**config.mk**
```make
export PLATFORM = sky130hd
export DESIGN_NAME = lockin_demod
export DESIGN_NICKNAME = d
export VERILOG_FILES = /design/src/rtl/lockin_pkg.sv /design/src/rtl/lockin_seq.sv /design/src/rtl/lockin_acc.sv /design/src/rtl/lockin_demod.sv
export SDC_FILE = /design/constraint.sdc
export NUM_CORES = 1
export LEC_CHECK = 0
export BUFFER_PORTS_ARGS = -buffer_cell sky130_fd_sc_hd__buf_2
export CAP_MARGIN = 0
export CORE_UTILIZATION = 45
export DETAILED_ROUTE_END_ITERATION = 10
export MAX_ROUTING_LAYER = met4
export PLACE_DENSITY = 0.7
export SLEW_MARGIN = 20
export SYNTH_ARGS = -nofsm -noshare
export SYNTH_HDL_FRONTEND = slang
export SYNTH_SLANG_ARGS = --single-unit
```
**constraint.sdc**
```tcl
create_clock -name clk -period 4.8 [get_ports clk]
set_clock_uncertainty 0.15 [all_clocks]
set_input_delay 0 -clock clk [delete_from_list [all_inputs] [get_ports clk]]
set_output_delay 0 -clock clk [all_outputs]
set_load 0.005 [all_outputs]
```
**src/rtl/lockin_pkg.sv**
```systemverilog
package lockin_pkg;

   typedef enum logic {
      HALF_NEG = 1'b0,
      HALF_POS = 1'b1
   } half_e;

   // Bits needed to count every contributing sample of the longest window.
   function automatic int count_width(input int per_w, input int half_w);
      longint most;
      most = 2 * (longint'(1) << per_w) * ((longint'(1) << half_w) - 1);
      return $clog2(most + 1);
   endfunction

endpackage

```
**src/rtl/lockin_seq.sv**
```systemverilog
module lockin_seq
   import lockin_pkg::*;
#(
   parameter int HALF_W = 8,
   parameter int DEAD_W = 6,
   parameter int PER_W  = 10
) (
   input  logic              clk,
   input  logic              rst_n,
   input  logic              restart,
   input  logic              strobe,
   input  logic [HALF_W-1:0] cfg_half,
   input  logic [DEAD_W-1:0] cfg_dead,
   input  logic [PER_W-1:0]  cfg_periods,
   output half_e             phase,
   output logic              take,
   output logic              last
);

   logic [HALF_W-1:0] idx;
   logic [PER_W-1:0]  per;
   logic [HALF_W-1:0] eff_half;
   logic              half_end;

   always_comb begin
      eff_half = (cfg_half == '0) ? HALF_W'(1) : cfg_half;
      half_end = (idx == eff_half - HALF_W'(1));
      take     = (int'(idx) >= int'(cfg_dead));
      last     = half_end && (phase == HALF_NEG) && (per == cfg_periods);
   end

   always_ff @(posedge clk or negedge rst_n) begin
      if (!rst_n) begin
         idx   <= '0;
         per   <= '0;
         phase <= HALF_POS;
      end else if (restart) begin
         idx   <= '0;
         per   <= '0;
         phase <= HALF_POS;
      end else if (strobe) begin
         if (half_end) begin
            idx <= '0;
            if (phase == HALF_NEG) begin
               per   <= last ? '0 : per + PER_W'(1);
               phase <= HALF_POS;
            end else begin
               phase <= HALF_NEG;
            end
         end else begin
            idx <= idx + HALF_W'(1);
         end
      end
   end

endmodule

```
**src/rtl/lockin_acc.sv**
```systemverilog
module lockin_acc
   import lockin_pkg::*;
#(
   parameter int SW     = 24,
   parameter int CNT_W  = 19,
   parameter int ACC_W  = 43,
   parameter bit SAT_EN = 1'b1
) (
   input  logic             clk,
   input  logic             rst_n,
   input  logic             restart,
   input  logic             strobe,
   input  logic [SW-1:0]    sample,
   input  logic             take,
   input  half_e            phase,
   input  logic             last,
   output logic             res_valid,
   output logic [ACC_W-1:0] res_sum,
   output logic [CNT_W-1:0] res_count,
   output logic             res_sat
);

   logic signed [ACC_W-1:0] acc;
   logic signed [ACC_W-1:0] ext;
   logic signed [ACC_W-1:0] term;
   logic signed [ACC_W-1:0] acc_next;
   logic [CNT_W-1:0]        cnt;
   logic [CNT_W-1:0]        cnt_next;
   logic                    sat;
   logic                    hit;
   logic                    sat_next;

   generate
      if (SAT_EN) begin : g_sat
         assign hit = (sample == {1'b0, {(SW-1){1'b1}}}) ||
                      (sample == {1'b1, {(SW-1){1'b0}}});
      end else begin : g_nosat
         assign hit = 1'b0;
      end
   endgenerate

   always_comb begin
      ext      = {{(ACC_W-SW){sample[SW-1]}}, sample};
      term     = (phase == HALF_POS) ? ext : -ext;
      acc_next = take ? acc + term : acc;
      cnt_next = cnt + CNT_W'(take);
      sat_next = sat | hit;
   end

   always_ff @(posedge clk or negedge rst_n) begin
      if (!rst_n) begin
         acc       <= '0;
         cnt       <= '0;
         sat       <= 1'b0;
         res_valid <= 1'b0;
         res_sum   <= '0;
         res_count <= '0;
         res_sat   <= 1'b0;
      end else begin
         res_valid <= 1'b0;
         if (restart) begin
            acc <= '0;
            cnt <= '0;
            sat <= 1'b0;
         end else if (strobe) begin
            if (last) begin
               res_valid <= 1'b1;
               res_sum   <= acc_next;
               res_count <= cnt_next;
               res_sat   <= sat_next;
               acc       <= '0;
               cnt       <= '0;
               sat       <= 1'b0;
            end else begin
               acc <= acc_next;
               cnt <= cnt_next;
               sat <= sat_next;
            end
         end
      end
   end

endmodule

```
**src/rtl/lockin_demod.sv**
```systemverilog
module lockin_demod
   import lockin_pkg::*;
#(
   parameter int SW     = 24,
   parameter int HALF_W = 8,
   parameter int DEAD_W = 6,
   parameter int PER_W  = 10,
   parameter bit SAT_EN = 1'b1,
   localparam int CNT_W = count_width(PER_W, HALF_W),
   localparam int ACC_W = SW + CNT_W
) (
   input  logic              clk,
   input  logic              rst_n,
   input  logic [HALF_W-1:0] cfg_half,
   input  logic [DEAD_W-1:0] cfg_dead,
   input  logic [PER_W-1:0]  cfg_periods,
   input  logic              smp_valid,
   input  logic [SW-1:0]     smp_data,
   output logic              exc_pos,
   output logic              res_valid,
   output logic [ACC_W-1:0]  res_sum,
   output logic [CNT_W-1:0]  res_count,
   output logic              res_sat
);

   localparam int CFG_W = HALF_W + DEAD_W + PER_W;

   generate
      if (SW < 4) begin : g_bad_sw
         $error("lockin_demod: SW must be at least 4");
      end
      if (HALF_W < 1 || PER_W < 1 || DEAD_W < 1) begin : g_bad_cfg
         $error("lockin_demod: configuration field widths must be positive");
      end
      if (HALF_W + PER_W > 40) begin : g_bad_cnt
         $error("lockin_demod: window too long for the count width");
      end
   endgenerate

   logic [CFG_W-1:0] cfg_now;
   logic [CFG_W-1:0] cfg_q;
   logic             primed;
   logic             restart;
   half_e            phase;
   logic             take;
   logic             last;

   assign cfg_now = {cfg_half, cfg_dead, cfg_periods};
   assign restart = primed && (cfg_now != cfg_q);
   assign exc_pos = (phase == HALF_POS);

   always_ff @(posedge clk or negedge rst_n) begin
      if (!rst_n) begin
         cfg_q  <= '0;
         primed <= 1'b0;
      end else begin
         cfg_q  <= cfg_now;
         primed <= 1'b1;
      end
   end

   lockin_seq #(
      .HALF_W (HALF_W),
      .DEAD_W (DEAD_W),
      .PER_W  (PER_W)
   ) u_seq (
      .clk         (clk),
      .rst_n       (rst_n),
      .restart     (restart),
      .strobe      (smp_valid),
      .cfg_half    (cfg_half),
      .cfg_dead    (cfg_dead),
      .cfg_periods (cfg_periods),
      .phase       (phase),
      .take        (take),
      .last        (last)
   );

   lockin_acc #(
      .SW     (SW),
      .CNT_W  (CNT_W),
      .ACC_W  (ACC_W),
      .SAT_EN (SAT_EN)
   ) u_acc (
      .clk       (clk),
      .rst_n     (rst_n),
      .restart   (restart),
      .strobe    (smp_valid),
      .sample    (smp_data),
      .take      (take),
      .phase     (phase),
      .last      (last),
      .res_valid (res_valid),
      .res_sum   (res_sum),
      .res_count (res_count),
      .res_sat   (res_sat)
   );

endmodule

```
Word-level counts from Yosys, hierarchy flattened
Cells that the tools add are included.
{"block": "op_classes", "addsub": 6, "order_cmp": 1, "eq_ne": 6, "muxes": 27, "n_bitwise": 3, "reduce_logical": 10}
{"op": "two-way mux 43 bit", "n": 5}
{"op": "two-way mux 19 bit", "n": 3}
{"op": "two-way mux 10 bit", "n": 5}
{"op": "adder 43 bit", "n": 1}
{"op": "negator 24 -> 43 bit", "n": 1}
{"op": "two-way mux 8 bit", "n": 4}
{"op": "equality test 24 x 23 -> 1 bit (second input constant)", "n": 1}
{"op": "equality test 24 bit (second input constant)", "n": 1}
{"op": "!= test 24 bit", "n": 1}
{"op": "adder 19 x 1 -> 19 bit", "n": 1}
{"op": "adder 10 x 1 -> 10 bit (second input constant)", "n": 1}
{"op": "equality test 10 bit", "n": 1}
{"op": "two-way mux 1 bit", "n": 10}
{"op": "adder 8 x 1 -> 8 bit (second input constant)", "n": 1}
{"op": "equality test 8 bit", "n": 1}
{"op": "greater-or-equal comparator 8 x 6 -> 1 bit", "n": 1}
{"op": "logical NOT 8 bit", "n": 1}
{"op": "subtractor 8 x 1 -> 8 bit (second input constant)", "n": 1}
{"op": "AND reduction 3 bit", "n": 2}
{"op": "nonzero test 2 bit", "n": 2}
{"op": "logical AND 1 bit", "n": 3}
{"op": "!= test 2 bit (second input constant)", "n": 1}
{"op": "inverter 1 bit", "n": 2}
{"op": "AND reduction 2 bit", "n": 1}
{"op": "2 further kinds", "n": 2}
{"block": "word_totals", "ff_bits": 171, "input_bits": 51, "output_inout_bits": 65}

Depth between registers and ports, before layout
{"block": "logic_depth", "ltp_word": 11, "ltp_mapped": 22, "ltp_nobuf": 19}

Modules after synthesis
Synthesis repeated with hierarchy kept, for this count alone.
{"block": "hier_totals", "cells_unflattened": 1224, "hier_area_um2": 11263.3}
{"module": "lockin_acc", "instances": 1, "cells_each": 981, "area_per_inst_um2": 8732.1, "seq_area_each_um2": 3178.0}
{"module": "lockin_seq", "instances": 1, "cells_each": 185, "area_per_inst_um2": 1639.1, "seq_area_each_um2": 476.7}
{"module": "lockin_demod", "instances": 1, "cells_each": 58, "area_per_inst_um2": 892.1, "seq_area_each_um2": 625.6}

Least setup slack after synthesis
OpenSTA, ideal clock, no wires.
{"block": "synth_timing", "kind": "reg2reg", "start": "reg u_seq.idx[0]", "end": "reg u_acc.res_count[18]", "t_arrival_ns": 4.232, "setup_slack_ns": 0.287, "stages_incl_launch_ff": 22, "path_buffers": 3, "period_less_slack_ns": 4.513, "path_cell_list": "dfrtp_1 -> inv_1 -> ha_1 -> nand2b_1 -> a21o_1 -> a21oi_1 -> o21ai_0 -> nor4_1 -> inv_2 -> clkbuf_1 -> ha_1 -> ha_1 -> and3_1 -> and3_1 -> clkbuf_1 -> and3_1 -> and3_1 -> and3_1 -> clkbuf_1 -> and3_1 -> xnor2_1 -> o21ai_1"}
{"block": "synth_via", "elab_chain_len": 4, "elab_cells_between_ends": 6, "cone_classes": "add/sub: 1; order compare: 1; eq/ne: 1; reduce/logical: 3"}
{"element": "start, declared", "line_no": "lockin_seq.sv:20", "text": "logic [HALF_W-1:0] idx;"}
{"element": "start signal, assigned", "line_no": "lockin_seq.sv:51", "text": "idx <= idx + HALF_W'(1);"}
{"element": "branches (longest 4 deep; another with adder 19 x 1 -> 19 bit)"}
{"element": "end signal, assigned", "line_no": "lockin_acc.sv:69", "text": "res_count <= cnt_next;"}
{"element": "end, declared", "line_no": "lockin_acc.sv:19", "text": "output logic [CNT_W-1:0] res_count,"}
Several ways; the timed one is not identified.
A chain may end at the register's enable or synchronous reset.

Worst setup path after layout
{"block": "layout_timing", "start": "in smp_data[3]", "end": "reg u_acc.acc[36]"}
{"block": "layout_via", "elab_chain_len": 7}
{"element": "start, declared", "line_no": "lockin_demod.sv:18", "text": "input logic [SW-1:0] smp_data,"}
{"element": "negator 24 -> 43 bit", "line_no": "lockin_acc.sv:44", "text": "term = (phase == HALF_POS) ? ext : -ext;"}
{"element": "two-way mux 43 bit *", "line_no": "lockin_acc.sv:44"}
{"element": "adder 43 bit *", "line_no": "lockin_acc.sv:45", "text": "acc_next = take ? acc + term : acc;"}
{"element": "two-way mux 43 bit *", "line_no": "lockin_acc.sv:45"}
{"element": "two-way mux 43 bit *", "line_no": "lockin_acc.sv:66", "text": "if (last) begin"}
{"element": "two-way mux 43 bit *", "line_no": "lockin_acc.sv:65", "text": "end else if (strobe) begin"}
{"element": "two-way mux 43 bit *", "line_no": "lockin_acc.sv:61", "text": "if (restart) begin"}
{"element": "end signal, assigned", "line_no": "lockin_acc.sv:75", "text": "acc <= acc_next;"}
{"element": "end, declared", "line_no": "lockin_acc.sv:23", "text": "logic signed [ACC_W-1:0] acc;"}
Every way passes the cells marked *; elsewhere a longest branch is shown, timed or not. The select of a mux whose other input is x is not followed.

==> out/results.tsv <==
stage	metric	value	unit
grt	largest net degree at the start of global routing	87	
layout	antenna cells	0	
logic_synthesis	Post-Synthesis Cell Area	11100	µm²
die	Core Region	24200	µm²
logic_synthesis	Syn Nets	1366	
power	Int Pwr	2.30	mW
cts	CTS H-tree depth	4	
cts	clk buf depth	2	
layout	multi-input logic area	6480	µm²
detailed_routing	DRC Markers	0	
run	max-cap violations	0	
worst_setup_path	crit path DAT	4.45	ns
layout	Final #Nets	1496	
layout	FILL cells	2304	
logic_synthesis	Synth Area in XOR/XNOR	0.107	
worst_setup_path	Worst Setup Path Type	in -> reg	
cts	number of clock sinks	171	
power	switching power	0.923	mW
worst_setup_path	worst-path fanout max	5	
sta	minimum clock period	4.29	ns
cts	CTS tree	yes	
place	gp weighted congestion	0.917	
worst_setup_path	slowest CP cell	o21ai_0	
detailed_routing	first drt pass iteration count	6	
logic_synthesis	EDFF count, synth	0	
die	Initial Util	0.457	
cts	CTS clk-pin slew, worst paths	0.08	ns
place	pre-CTS setup slack	0.171	ns
sta	Hold Vio Cnt, Final	0	
logic_synthesis	Netlist cell types	68	
logic_synthesis	largest family of logic cells by synthesized area	compound AO/OA/AOI/OAI gates	
power	Worst IR Drop VDD	179	µV
worst_setup_path	delay of the slowest cell on the worst path	0.58	ns
sta	setup violators final	0	
die	die footprint	25300	µm²
sta	unrepaired setup endpoints after global routing	no	
grt	Total GRT Usage	0.258	
sta	hold slack	0.0508	ns
place	Placed Area	12100	µm²
logic_synthesis	Post-Syn Instances	1254	
cts	total CTS buffers	17	
detailed_routing	post-route antenna net violation count	0	
grt	initial antenna violation count	0	
logic_synthesis	ys async rst share	1.00	
cts	worst-skew pair later-pin latency	0.44	ns
die	Ports	116	
detailed_routing	Post-Route WL	31100	µm
die	Row Count	57	
worst_setup_path	Worst Path Buf+Inv	1	
layout	synth-to-layout area growth	16.8	%
layout	fin area	12900	µm²
run_status	outcome	complete, no violations	
sta	slew of the pin with the lowest slew margin	0.848	ns
power	pwr dens	249	nW/µm²
grt	total gr overflow	0	
detailed_routing	WL/cell	18.1	µm
logic_synthesis	Seq cells post-synth	171	
die	Die X-Extent	159	µm
sta	fin worst setup slack	0.507	ns
logic_synthesis	mux contribution to synthesized area	0.0330	
sta	Max Clk Rate	233	MHz
power	clock share of power	0.430	
power	leakage	6.21	nW
logic_synthesis	Synth warnings	0	
cts	postcts setup bufs	0	
logic_synthesis	Seq/Total Area, Yosys	0.386	
power	switching share of power	0.286	
sta	Max-slew headroom	0.435	
power	Comb pwr share	0.116	
worst_setup_path	Worst Setup Start Kind	primary input	
cts	Root Driver	clkbuf_16	
min_path	min-delay worst type	in -> async	
detailed_routing	detailed-route via count	9897	
worst_setup_path	delay-heaviest family, CP	simple AND/OR/NAND/NOR gates	
logic_synthesis	Synth Area in Compound Gates	0.203	
detailed_routing	initial drt markers	864	
detailed_routing	Via-to-Cell Ratio	5.75	
worst_setup_path	CP endpoint kind	flop	
place	I/O Buffers	115	
sta	Final period util	0.894	
worst_setup_path	CP required	4.96	ns
layout	share of layout cells above drive strength 1	0.151	
power	Pwr Total	3.23	mW
power	Flop pwr share	0.455	
logic_synthesis	post-synthesis simple-gate area fraction	0.169	
sta	Final TNS setup	0	ns
grt	global-route wire length before repair	50600	µm
layout	Reg area	4280	µm²
sta	max-slew violation count	0	
grt	vias in the first global route	9644	
logic_synthesis	Synth Flop Type	dfrtp_1	
place	Final HPWL DP	22100	µm
worst_setup_path	crit-path cells	buf_2 > nor3_1 > nand2_1 > or4_1 > or3_1 > nor2b_1 > xor2_1 > ha_1 > a21oi_1 > and3_1 > and3_1 > o21ai_0 > a31oi_1 > o21ai_0 > a21o_1 > xnor2_1 > o21ai_0	
logic_synthesis	mean area per synthesized cell	8.84	µm²
worst_setup_path	critical path's most frequent cell	o21ai_0	
logic_synthesis	Adder-Cell Fraction of Synth Area	0.0695	
die	Die Ht	159	µm
==> power groups by stage <==
stage	Sequential [mW]	Combinational (mW)	Clock, mW
floorplan	1.49	0.211	0
global placement	1.50	0.346	0
detailed placement	1.50	0.350	0
CTS	1.47	0.369	1.40
global route	1.47	0.414	1.46
finish	1.47	0.373	1.39
==> cells in the final DEF, fill, tap and decap left out, drive strengths merged, types with 12 or more instances in the layout <==
| cell type | synthesis | final |
|---|---|---|
| a21o | 27 | 27 |
| a21oi | 83 | 83 |
| a22o | 27 | 27 |
| a31oi | 20 | 20 |
| and3 | 32 | 32 |
| buf | 6 | 146 |
| clkbuf | 56 | 18 |
| dfrtp | 170 | 170 |
| dlygate4sd3 | 0 | 27 |
| ha | 60 | 60 |
| inv | 29 | 36 |
| mux2 | 12 | 12 |
| mux2i | 23 | 23 |
| nand2 | 165 | 165 |
| nand3 | 23 | 23 |
| nand4 | 24 | 24 |
| nor2 | 81 | 81 |
| nor3 | 18 | 18 |
| o21ai | 137 | 137 |
| xnor2 | 58 | 58 |
| xor2 | 78 | 78 |
==> flip-flops by register name (all words and copies together), names as in the netlist <==
register and count:
u_acc.acc 43, u_acc.res_sum 43, cfg_q 24, u_acc.cnt 19, u_acc.res_count 19, u_seq.per 10
u_seq.idx 8, primed 1, u_acc.res_sat 1, u_acc.res_valid 1, u_acc.sat 1, u_seq.phase 1
==> cell families after synthesis <==
logic type / count (synthesis)
AO/OA/AOI/OAI: 363
XOR/XNOR: 136
adder cells (fa/ha/maj): 61
buffers and inverters: 91
flip-flops: 171
multiplexers: 35
other: 1
AND/OR/NAND/NOR: 396
==> worst paths after layout <==
kind,cells after the start,slack [ns],from,to
min in group clk,2,0.10,cfg_dead[4],cfg_q[14]
min,2,0.05,rst_n,u_acc.res_count[18]
max reg2reg,12,0.51,u_seq.phase,u_acc.acc[36]
max,17,0.51,smp_data[3],u_acc.acc[36]
max in group asynchronous,3,3.22,rst_n,cfg_q[15]
min reg2reg,2,0.33,u_acc.res_count[10],u_acc.res_count[10]
==> synth_stat cells (12+ instances only) <==
cell type  count  area share
a21o_1        27       0.018
a21oi_1       83       0.037
a22o_1        27       0.021
a31oi_1       20       0.011
and3_1        32       0.018
clkbuf_1      56       0.019
dfrtp_1      170        0.38
ha_1          60       0.068
inv_1         28      0.0095
mux2_2        12       0.012
mux2i_1       23       0.021
nand2_1      165       0.056
nand3_1       23       0.010
nand4_1       24       0.014
nor2_1        81       0.027
nor3_1        18      0.0081
o21ai_0      131       0.059
xnor2_1       58       0.046
xor2_1        78       0.062
==> layout make-up <==
cell class	count	area share
clock buffer	18	0.0339
multi-input combinational	992	0.501
sequential	171	0.331
tap	324	0.0313
clock inverter	14	0.0113
inverter	29	0.00841
timing repair buffer	173	0.0838
==> layer usage <==
metal / GRT usage / part of all wire
met1: 0.352 / 0.46
met2: 0.402 / 0.46
met3: 0.0300 / 0.055
met4: 0.0835 / 0.023
met5: - / 0
==> timing repair <==
action,CTS,global route
endpoints found under the hold margin,115,0
gates resized for setup,0,2
hold buffers,27,0
endpoints found under the setup margin,0,6
==> worst reg2reg max path: stages (launching register included) <==
cell and delay (ns):
dfstp_2 0.72, mux2_2 0.28, inv_1 0.07, fa_1 0.43, nor2b_1 0.18, o2111ai_1 0.26, and3_1 0.28, o21ai_0 0.58
a31oi_1 0.24, o21ai_0 0.50, a21o_1 0.22, xnor2_1 0.15, o21ai_0 0.10
==> through the flow <==
step | utilization | instances
6_report | 0.534 | 1721
5_1_grt | 0.534 | 1721
4_1_cts | 0.533 | 1721
3_5_place_dp | 0.498 | 1662
3_3_place_gp | 0.498 | 1662
2_1_floorplan | - | 1254
Note: power is estimated with default switching activity, not from simulation.
